**config.mk**
```make
export PLATFORM = sky130hd
export DESIGN_NAME = flow_hash_engine
export DESIGN_NICKNAME = d
export VERILOG_FILES = /design/src/rtl/flow_hash_pkg.sv /design/src/rtl/keyed_hash.sv /design/src/rtl/bucket_select.sv /design/src/rtl/flow_hash_engine.sv
export SDC_FILE = /design/constraint.sdc
export NUM_CORES = 2
export LEC_CHECK = 0
export ABC_AREA = 1
export BUFFER_PORTS_ARGS = -buffer_cell sky130_fd_sc_hd__buf_4
export CAP_MARGIN = 20
export CORE_MARGIN = 2
export CORE_UTILIZATION = 54
export DETAILED_ROUTE_END_ITERATION = 8
export PLACE_DENSITY = 0.89
export SYNTH_ARGS = -nofsm -noshare
export SYNTH_HDL_FRONTEND = slang
export SYNTH_SLANG_ARGS = --single-unit
export TNS_END_PERCENT = 20
```
**constraint.sdc**
```tcl
create_clock -name clk_i -period 1.3 [get_ports clk_i]
set_clock_uncertainty 0.15 [all_clocks]
set_input_delay 0.13 -clock clk_i [delete_from_list [all_inputs] [get_ports clk_i]]
set_output_delay 0.13 -clock clk_i [all_outputs]
set_load 0.01 [all_outputs]
```
**src/rtl/flow_hash_pkg.sv**
```systemverilog
package flow_hash_pkg;
  typedef enum logic {
    MODE_PERFECT   = 1'b0,
    MODE_SIGNATURE = 1'b1
  } hash_mode_e;

  // allocation code 3 is treated as the largest size
  function automatic int unsigned alloc_step(input logic [1:0] alloc);
    return (alloc == 2'd3) ? 2 : int'(alloc);
  endfunction
endpackage

```
**src/rtl/keyed_hash.sv**
```systemverilog
module keyed_hash #(
  parameter int unsigned WORD_W    = 32,
  parameter int unsigned NUM_WORDS = 14
) (
  input  logic [NUM_WORDS*WORD_W-1:0] tuple_i,
  input  logic [WORD_W-1:0]           key_i,
  output logic [WORD_W-1:0]           hash_o
);
  localparam int unsigned HALF = WORD_W / 2;

  logic [WORD_W-1:0] flow_w, common_w, hi_w, lo_w, lo_mix;
  logic [WORD_W-1:0] lo_terms [1:HALF-1];
  logic [WORD_W-1:0] hi_terms [1:HALF-1];

  assign flow_w = tuple_i[WORD_W-1:0];

  always_comb begin
    common_w = '0;
    for (int w = 1; w < NUM_WORDS; w++) common_w ^= tuple_i[w*WORD_W +: WORD_W];
  end

  assign hi_w   = common_w ^ flow_w ^ (flow_w >> HALF);
  assign lo_w   = {common_w[HALF-1:0], common_w[WORD_W-1:HALF]};
  // flow word joins the low word only after key bit 0 has used it
  assign lo_mix = lo_w ^ flow_w ^ (flow_w << HALF);

  for (genvar g = 1; g < HALF; g++) begin : g_terms
    assign lo_terms[g] = key_i[g]      ? (lo_mix >> g) : '0;
    assign hi_terms[g] = key_i[HALF+g] ? (hi_w >> g)   : '0;
  end

  always_comb begin
    hash_o = (key_i[0] ? lo_w : '0) ^ (key_i[HALF] ? hi_w : '0);
    for (int i = 1; i < HALF; i++) hash_o ^= lo_terms[i] ^ hi_terms[i];
  end
endmodule

```
**src/rtl/bucket_select.sv**
```systemverilog
module bucket_select
  import flow_hash_pkg::*;
#(
  parameter int unsigned WORD_W    = 32,
  parameter int unsigned BKT_W     = 16,
  parameter int unsigned PERF_BASE = 11,
  parameter int unsigned SIG_BASE  = 13
) (
  input  logic [WORD_W-1:0] hash_i,
  input  logic              mode_i,
  input  logic [1:0]        alloc_i,
  output logic [BKT_W-1:0]  bucket_o
);
  int unsigned keep_bits;

  always_comb begin
    keep_bits = ((hash_mode_e'(mode_i) == MODE_SIGNATURE) ? SIG_BASE : PERF_BASE)
                + alloc_step(alloc_i);
    for (int b = 0; b < BKT_W; b++) bucket_o[b] = hash_i[b] & (b < keep_bits);
  end
endmodule

```
**src/rtl/flow_hash_engine.sv**
```systemverilog
module flow_hash_engine
  import flow_hash_pkg::*;
#(
  parameter int unsigned WORD_W    = 32,
  parameter int unsigned NUM_WORDS = 14,
  parameter int unsigned PERF_BASE = 11,
  parameter int unsigned SIG_BASE  = 13
) (
  input  logic                        clk_i,
  input  logic                        rst_ni,
  input  logic                        in_valid_i,
  output logic                        in_ready_o,
  input  logic [NUM_WORDS*WORD_W-1:0] tuple_i,
  input  logic [WORD_W-1:0]           bkt_key_i,
  input  logic [WORD_W-1:0]           sig_key_i,
  input  logic                        mode_i,
  input  logic [1:0]                  alloc_i,
  output logic                        out_valid_o,
  input  logic                        out_ready_i,
  output logic [WORD_W-1:0]           raw_hash_o,
  output logic [WORD_W/2-1:0]         bucket_o,
  output logic [WORD_W-1:0]           sig_word_o
);
  localparam int unsigned HALF    = WORD_W / 2;
  localparam int unsigned PERF_MAX = PERF_BASE + 2;
  localparam int unsigned SIG_MAX  = SIG_BASE + 2;

  logic [WORD_W-1:0] bkt_hash, sig_hash, raw_q, sig_q;
  logic [HALF-1:0]   bkt_idx, bkt_q;
  logic              valid_q, mode_q, accept;

  keyed_hash #(.WORD_W(WORD_W), .NUM_WORDS(NUM_WORDS)) i_bkt_hash (
    .tuple_i(tuple_i), .key_i(bkt_key_i), .hash_o(bkt_hash)
  );

  keyed_hash #(.WORD_W(WORD_W), .NUM_WORDS(NUM_WORDS)) i_sig_hash (
    .tuple_i(tuple_i), .key_i(sig_key_i), .hash_o(sig_hash)
  );

  bucket_select #(
    .WORD_W(WORD_W), .BKT_W(HALF), .PERF_BASE(PERF_BASE), .SIG_BASE(SIG_BASE)
  ) i_bucket_select (
    .hash_i(bkt_hash), .mode_i(mode_i), .alloc_i(alloc_i), .bucket_o(bkt_idx)
  );

  assign in_ready_o = !valid_q || out_ready_i;
  assign accept     = in_valid_i && in_ready_o;

  always_ff @(posedge clk_i or negedge rst_ni) begin
    if (!rst_ni) begin
      valid_q <= 1'b0;
      raw_q   <= '0;
      sig_q   <= '0;
      bkt_q   <= '0;
      mode_q  <= 1'b0;
    end else begin
      if (accept) begin
        valid_q <= 1'b1;
        raw_q   <= bkt_hash;
        sig_q   <= sig_hash;
        bkt_q   <= bkt_idx;
        mode_q  <= mode_i;
      end else if (out_ready_i) begin
        valid_q <= 1'b0;
      end
    end
  end

  assign out_valid_o = valid_q;
  assign raw_hash_o  = raw_q;
  assign bucket_o    = bkt_q;
  assign sig_word_o  = {sig_q[HALF-1:0], bkt_q};

  AST_ACCEPT_TO_VALID: assert property (@(posedge clk_i) disable iff (!rst_ni)
    in_valid_i && in_ready_o |=> out_valid_o);
  AST_HOLD_STALLED: assert property (@(posedge clk_i) disable iff (!rst_ni)
    out_valid_o && !out_ready_i |=> out_valid_o && $stable(raw_hash_o)
      && $stable(sig_word_o) && $stable(bucket_o));
  AST_DRAIN_DROPS: assert property (@(posedge clk_i) disable iff (!rst_ni)
    out_valid_o && out_ready_i && !in_valid_i |=> !out_valid_o);
  AST_PERF_BKT_WIDTH: assert property (@(posedge clk_i) disable iff (!rst_ni)
    out_valid_o && (mode_q == MODE_PERFECT) |-> (bucket_o >> PERF_MAX) == '0);
  AST_SIG_BKT_WIDTH: assert property (@(posedge clk_i) disable iff (!rst_ni)
    out_valid_o |-> (bucket_o >> SIG_MAX) == '0);
endmodule

```
==> results of run 1 <==
synthesized netlist by cell type:
cell type	instances	area [µm²]
xnor2_2	14	228
clkinv_1	16	60.1
a21oi_1	7	35.0
o21ai_0	53	265
clkbuf_1	81	304
inv_1	752	2820
nand3_1	412	2060
buf_12	2	40.0
inv_2	2	7.51
nor2_8	1	20.0
fa_1	1	20.0
buf_8	1	15.0
o22ai_1	6	37.5
nand4_1	44	275
nand2_2	46	288
xor2_2	7	114
nand2_4	3	33.8
a32o_1	1	10.0
nand2b_1	8	50.1
xor2_1	499	4370
nand3b_1	71	533
nor2_1	1120	4200
buf_6	16	180
nor2_2	26	163
ha_1	6	75.1
nand3_4	2	35.0
nand3_2	3	30.0
o21ai_1	7	35.0
a21o_1	2	15.0
buf_2	71	355
or2_1	4	25.0
dfrtp_1	65	1630
nand2_1	2237	8400
o21bai_1	1	7.51
buf_1	23	86.3
or2_2	12	75.1
buf_4	32	240
xnor2_1	640	5610
nor2_4	8	90.1
cells by family after synthesis:
family	share of synthesized area [%]
simple gates	49.6
compound gates	1.23
xor+xnor	31.4
flops	4.95
fa+ha+maj	0.290
buf+inv	12.5
metal layers:
layer / GRT overflow / track usage, %
met4: 286 / 90.3
met3: 108 / 80.9
met1: 159 / 89.5
met5: 10 / 70.8
met2: 553 / 100
metrics by stage:
stage / cell area, µm² / std cells
CTS: 48500 / 8337
detailed placement: 45300 / 8252
global placement: 45300 / 8252
floorplan: 33300 / 6302
timing repair:
item                                   4_1_cts
setup endpoints to repair                   66
buffers inserted                            56
hold buffers                                 1
gates cloned                                12
endpoints found under the hold margin       66
resized for setup                          510
pin swaps                                  196
==> impl_metrics.yaml, run 1 <==
grt:
  grt_use_total_pct: 90.3
  grt-ovfl-total: 1116
  grt_max_degree: 44
synth:
  netlist_area_um2: 32800
  yosysSeqAreaShare_pct: 4.95
  synth_fp_nets: 6828
  synth.distinct_cells: 39
  avgSynthCellArea_um2: 5.21
  ys_ff_latch: 65
  ys_warn_count: 0
  netlist_instances: 6302
floorplan:
  fp.dieH_um: 251
  ios: 601
  start_util_pct: 54.5
  die_x_um: 251
  num_rows: 90
run_status:
  stop_stage: "global routing"
  outcome: "stopped before the end"
  tool.error: "[ERROR GRT-0232] Routing congestion too high. Check the congestion heatmap in the GUI."
placement:
  hpwl_um: 145000
  dp_slack_ns: -2.03
  port_buffers: 600
  place.gp.congestion: 1.10
clock_tree:
  cts_sinks: 65
  h-tree-depth: 3
  numCtsBuffers: 9
  clock-root-buffer: "clkbuf_16"
  clk_path_buf_depth: 2
timing:
  postGrtWorstEndpoint: "bucket_o[12]$_DFFE_PN0P_/D"
  worst_path_end_type: "register input"
==> run 2, diff against run 1 <==
- CORE_UTILIZATION: 54 -> 40
- PLACE_DENSITY: 0.89 -> unset
- PLACE_DENSITY_LB_ADDON: unset -> 0.15
- clock period: 1.3 -> 1.69 ns (I/O delays scaled with it)
==> run 2 against run 1 <==
  * The flow now finishes, with violations (negative setup slack)
  * Synthesized cell count stayed put
  * Synthesized area stayed put
==> impl_metrics.yaml, run 2 <==
run_status:
  outcome: "finished with violations"
  violations: "negative setup slack"
timing:
  hold_viol_final: 0
  rsz0062_at_grt: "true"
  fin_crit_sh_pct: 162
  worst_slew_pin_slew_ns: 0.455
  tns_ns: -57.73
  relSlewSlack_pct: 69.6
  min_period_ns: 2.73
  slew_violations: 0
  setup_viol: 64
  fmax_mhz: 366
  layout_setup_ws_ns: -1.04
synth:
  synth_top_cell_by_area: "nand2_1"
  netlist_top_cells_area: "nand2_1 (26%), xnor2_1 (17%), xor2_1 (13%)"
  async_reset_ff_share_pct: 100
  ys_warn_count: 0
  ys_top_cells_by_count: "nand2_1 (2,237), nor2_1 (1,120), inv_1 (752), xnor2_1 (640), xor2_1 (499)"
  avgSynthCellArea_um2: 5.21
  ys_ff_latch: 65
  netlist_instances: 6302
  netlist_area_um2: 32800
  synth_fp_nets: 6828
  synthMostInstantiatedCell: "nand2_1"
  synth.distinct_cells: 39
  synth-edff-count: 0
  synth.top_cell.area_share_pct: 25.6
  synth_ff_type: "dfrtp_1"
  yosysSeqAreaShare_pct: 4.95
setup_path:
  cpMaxStageDelayCell: "xor2_1"
  cp_cell_sequence: "buf_6 -> xor2_2 -> xor2_1 -> buf_4 -> inv_2 -> nand2_2 -> nand4_1 -> nand2_2 -> nand2_4 -> nand2_8 -> buf_12 -> nor2_4 -> xnor2_2 -> xor2_1 -> xor2_1 -> nand3_1 -> nand2_1 -> nand2_1 -> nand3_2 -> nand2_1"
  critPathCaptureType: "flop"
  critPathArrivalTime_ns: 2.85
  critPathTopFamily: "simple AND/OR/NAND/NOR gates"
  start_kind: "primary input"
  crit_required_ns: 1.81
  rr_startpoint: "out_valid_o$_DFFE_PN0P_"
  cp_max_fo: 6
  startpoint: "tuple_i[375]"
  rrSetupSlack_ns: 0.12
  worstSetupPathType: "primary input to flop"
  critPathBufInv: 4
  max_stage_delay_ns: 0.30
placement:
  dp_cells: 8553
  place.gp.congestion: 1.01
  hpwl_um: 137000
  dp_slack_ns: -1.76
  port_buffers: 600
grt:
  grt_use_total_pct: 38.9
  grt_pass1_vias: 40241
  met2_usage_pct: 62.5
  grtUsageMet3_pct: 7.37
  grt_pass1_wl_um: 247000
  grt_antenna_before_repair: 10
  grt-ovfl-total: 0
  grt_use_met1_pct: 47.8
  grt_max_degree: 49
  busiest_layer: "met2"
drt:
  drtPass1Iterations: 9
  wl_per_cell_um: 19.9
  routed_via_density: 5.05
  drtAntennaViolNets: 0
  drc: 0
  wl_um: 172000
  vias: 43750
  drtIter0Drc: 4240
pwr:
  combPwrFrac_pct: 92.1
  peakVddDrop_v: 0.000769
  p_leak_nw: 28.2
  power_mw: 68.8
  sw_frac_of_total_pct: 56.3
  seqPwrFrac_pct: 4.3
  p_int_mw: 30.1
  clockPowerShare_pct: 3.6
  cellPowerDensity_nw_per_um2: 1350
  p_sw_mw: 38.7
clock_tree:
  tritoncts: "built"
  clock-root-buffer: "clkbuf_16"
  h-tree-depth: 3
  cts_sinks: 65
  numCtsBuffers: 9
  path_clk_slew_ns: 0.08
  clkLatencyLatePin_ns: 0.39
  clk_path_buf_depth: 2
final_layout:
  drive_gt1_share_pct: 30.7
  largest_reg_flops: 32
  nFillCells: 7921
  final_util_pct: 62.2
  nNetsFinal: 8097
  final_cells: 8656
  final_common_cell: "nand2_1"
  syn2layout_area_growth_pct: 54.8
  mostFrequentLayoutCells: "nand2_1 (1,978), buf_4 (1,261), nor2_1 (946)"
floorplan:
  die_x_um: 291
  fp.dieH_um: 291
  core_um2: 81700
  ios: 601
  start_util_pct: 40.2
  fp.dieArea_um2: 84400
  num_rows: 105
hold_path:
  min_path_type: "primary input to asynchronous set/reset pin"
flow_run:
  max-cap-violations: 0
[run 2: repair_timing]
action                     in CTS  in global routing
buffers inserted               29                 38
pin swaps                     179                208
hold buffers                    2                  0
gates cloned                    7                  8
hold endpoints to repair       66                  0
resized for setup             447                440
setup endpoints to repair      64                 64
[run 2: path summary, 6_finish.rpt]
check                                             endpoint  depth (start not counted)
min in group clk_i                bucket_o[13]$_DFFE_PN0P_                          5
worst max register to register    bucket_o[10]$_DFFE_PN0P_                          7
max in group asynchronous       raw_hash_o[31]$_DFFE_PN0P_                          3
worst min-delay path                  sig_q[8]$_DFFE_PN0P_                          2
worst min register to register       sig_q[14]$_DFFE_PN0P_                          2
worst max-delay path                 sig_q[11]$_DFFE_PN0P_                         20
[run 2: final cells by class]
class | count | area (µm²) | share of cell area [%]
multi-input cells | 5242 | 30900 | 60.8
repair buffers | 1483 | 13700 | 26.9
inverters | 770 | 2910 | 5.72
flip-flops and latches | 65 | 1630 | 3.20
well taps | 1070 | 1340 | 2.63
clock buffers | 12 | 256 | 0.505
clock inverters | 4 | 98.8 | 0.194
diodes | 10 | 25.0 | 0.0492
[run 2: cells by family (layout without fill, tap and decap cells)]
family	after synthesis	after routing	synth area share [%]
AND/OR/NAND/NOR	3997	3998	49.6
XOR/XNOR	1160	1160	31.4
flip-flops	65	65	4.95
other	0	10	0
adder cells (fa/ha/maj)	7	7	0.290
buffers and inverters	996	2269	12.5
AO/OA/AOI/OAI	77	77	1.23
[run 2: through the flow]
step / hold slack (ns) / instance area (µm²)
after floorplan: -0.277 / 33300
after global placement: -0.0858 / 45700
after detailed placement: -0.0829 / 45700
after CTS: 0.0200 / 48500
after global routing: 0.0442 / 50800
final: 0.0411 / 50800
[run 2: metal layers]
metal / up-vias / routed length (µm)
li1: 21189 / -
met1: 19631 / 64400
met2: 2363 / 75400
met3: 563 / 19200
met4: 4 / 13400
met5: - / 32
[run 2: power by group through the flow]
| stage | clock network, mW | registers [mW] | logic [mW] |
|---|---|---|---|
| 2_1_floorplan | 0 | 3.13 | 33.6 |
| 4_1_cts | 2.51 | 2.97 | 58.9 |
| 3_3_place_gp | 0 | 2.98 | 54.6 |
| 5_1_grt | 2.55 | 3.06 | 68.5 |
| 3_5_place_dp | 0 | 2.99 | 55.4 |
| 6_report | 2.47 | 2.97 | 63.4 |
Power figures use the tool's default switching activity.
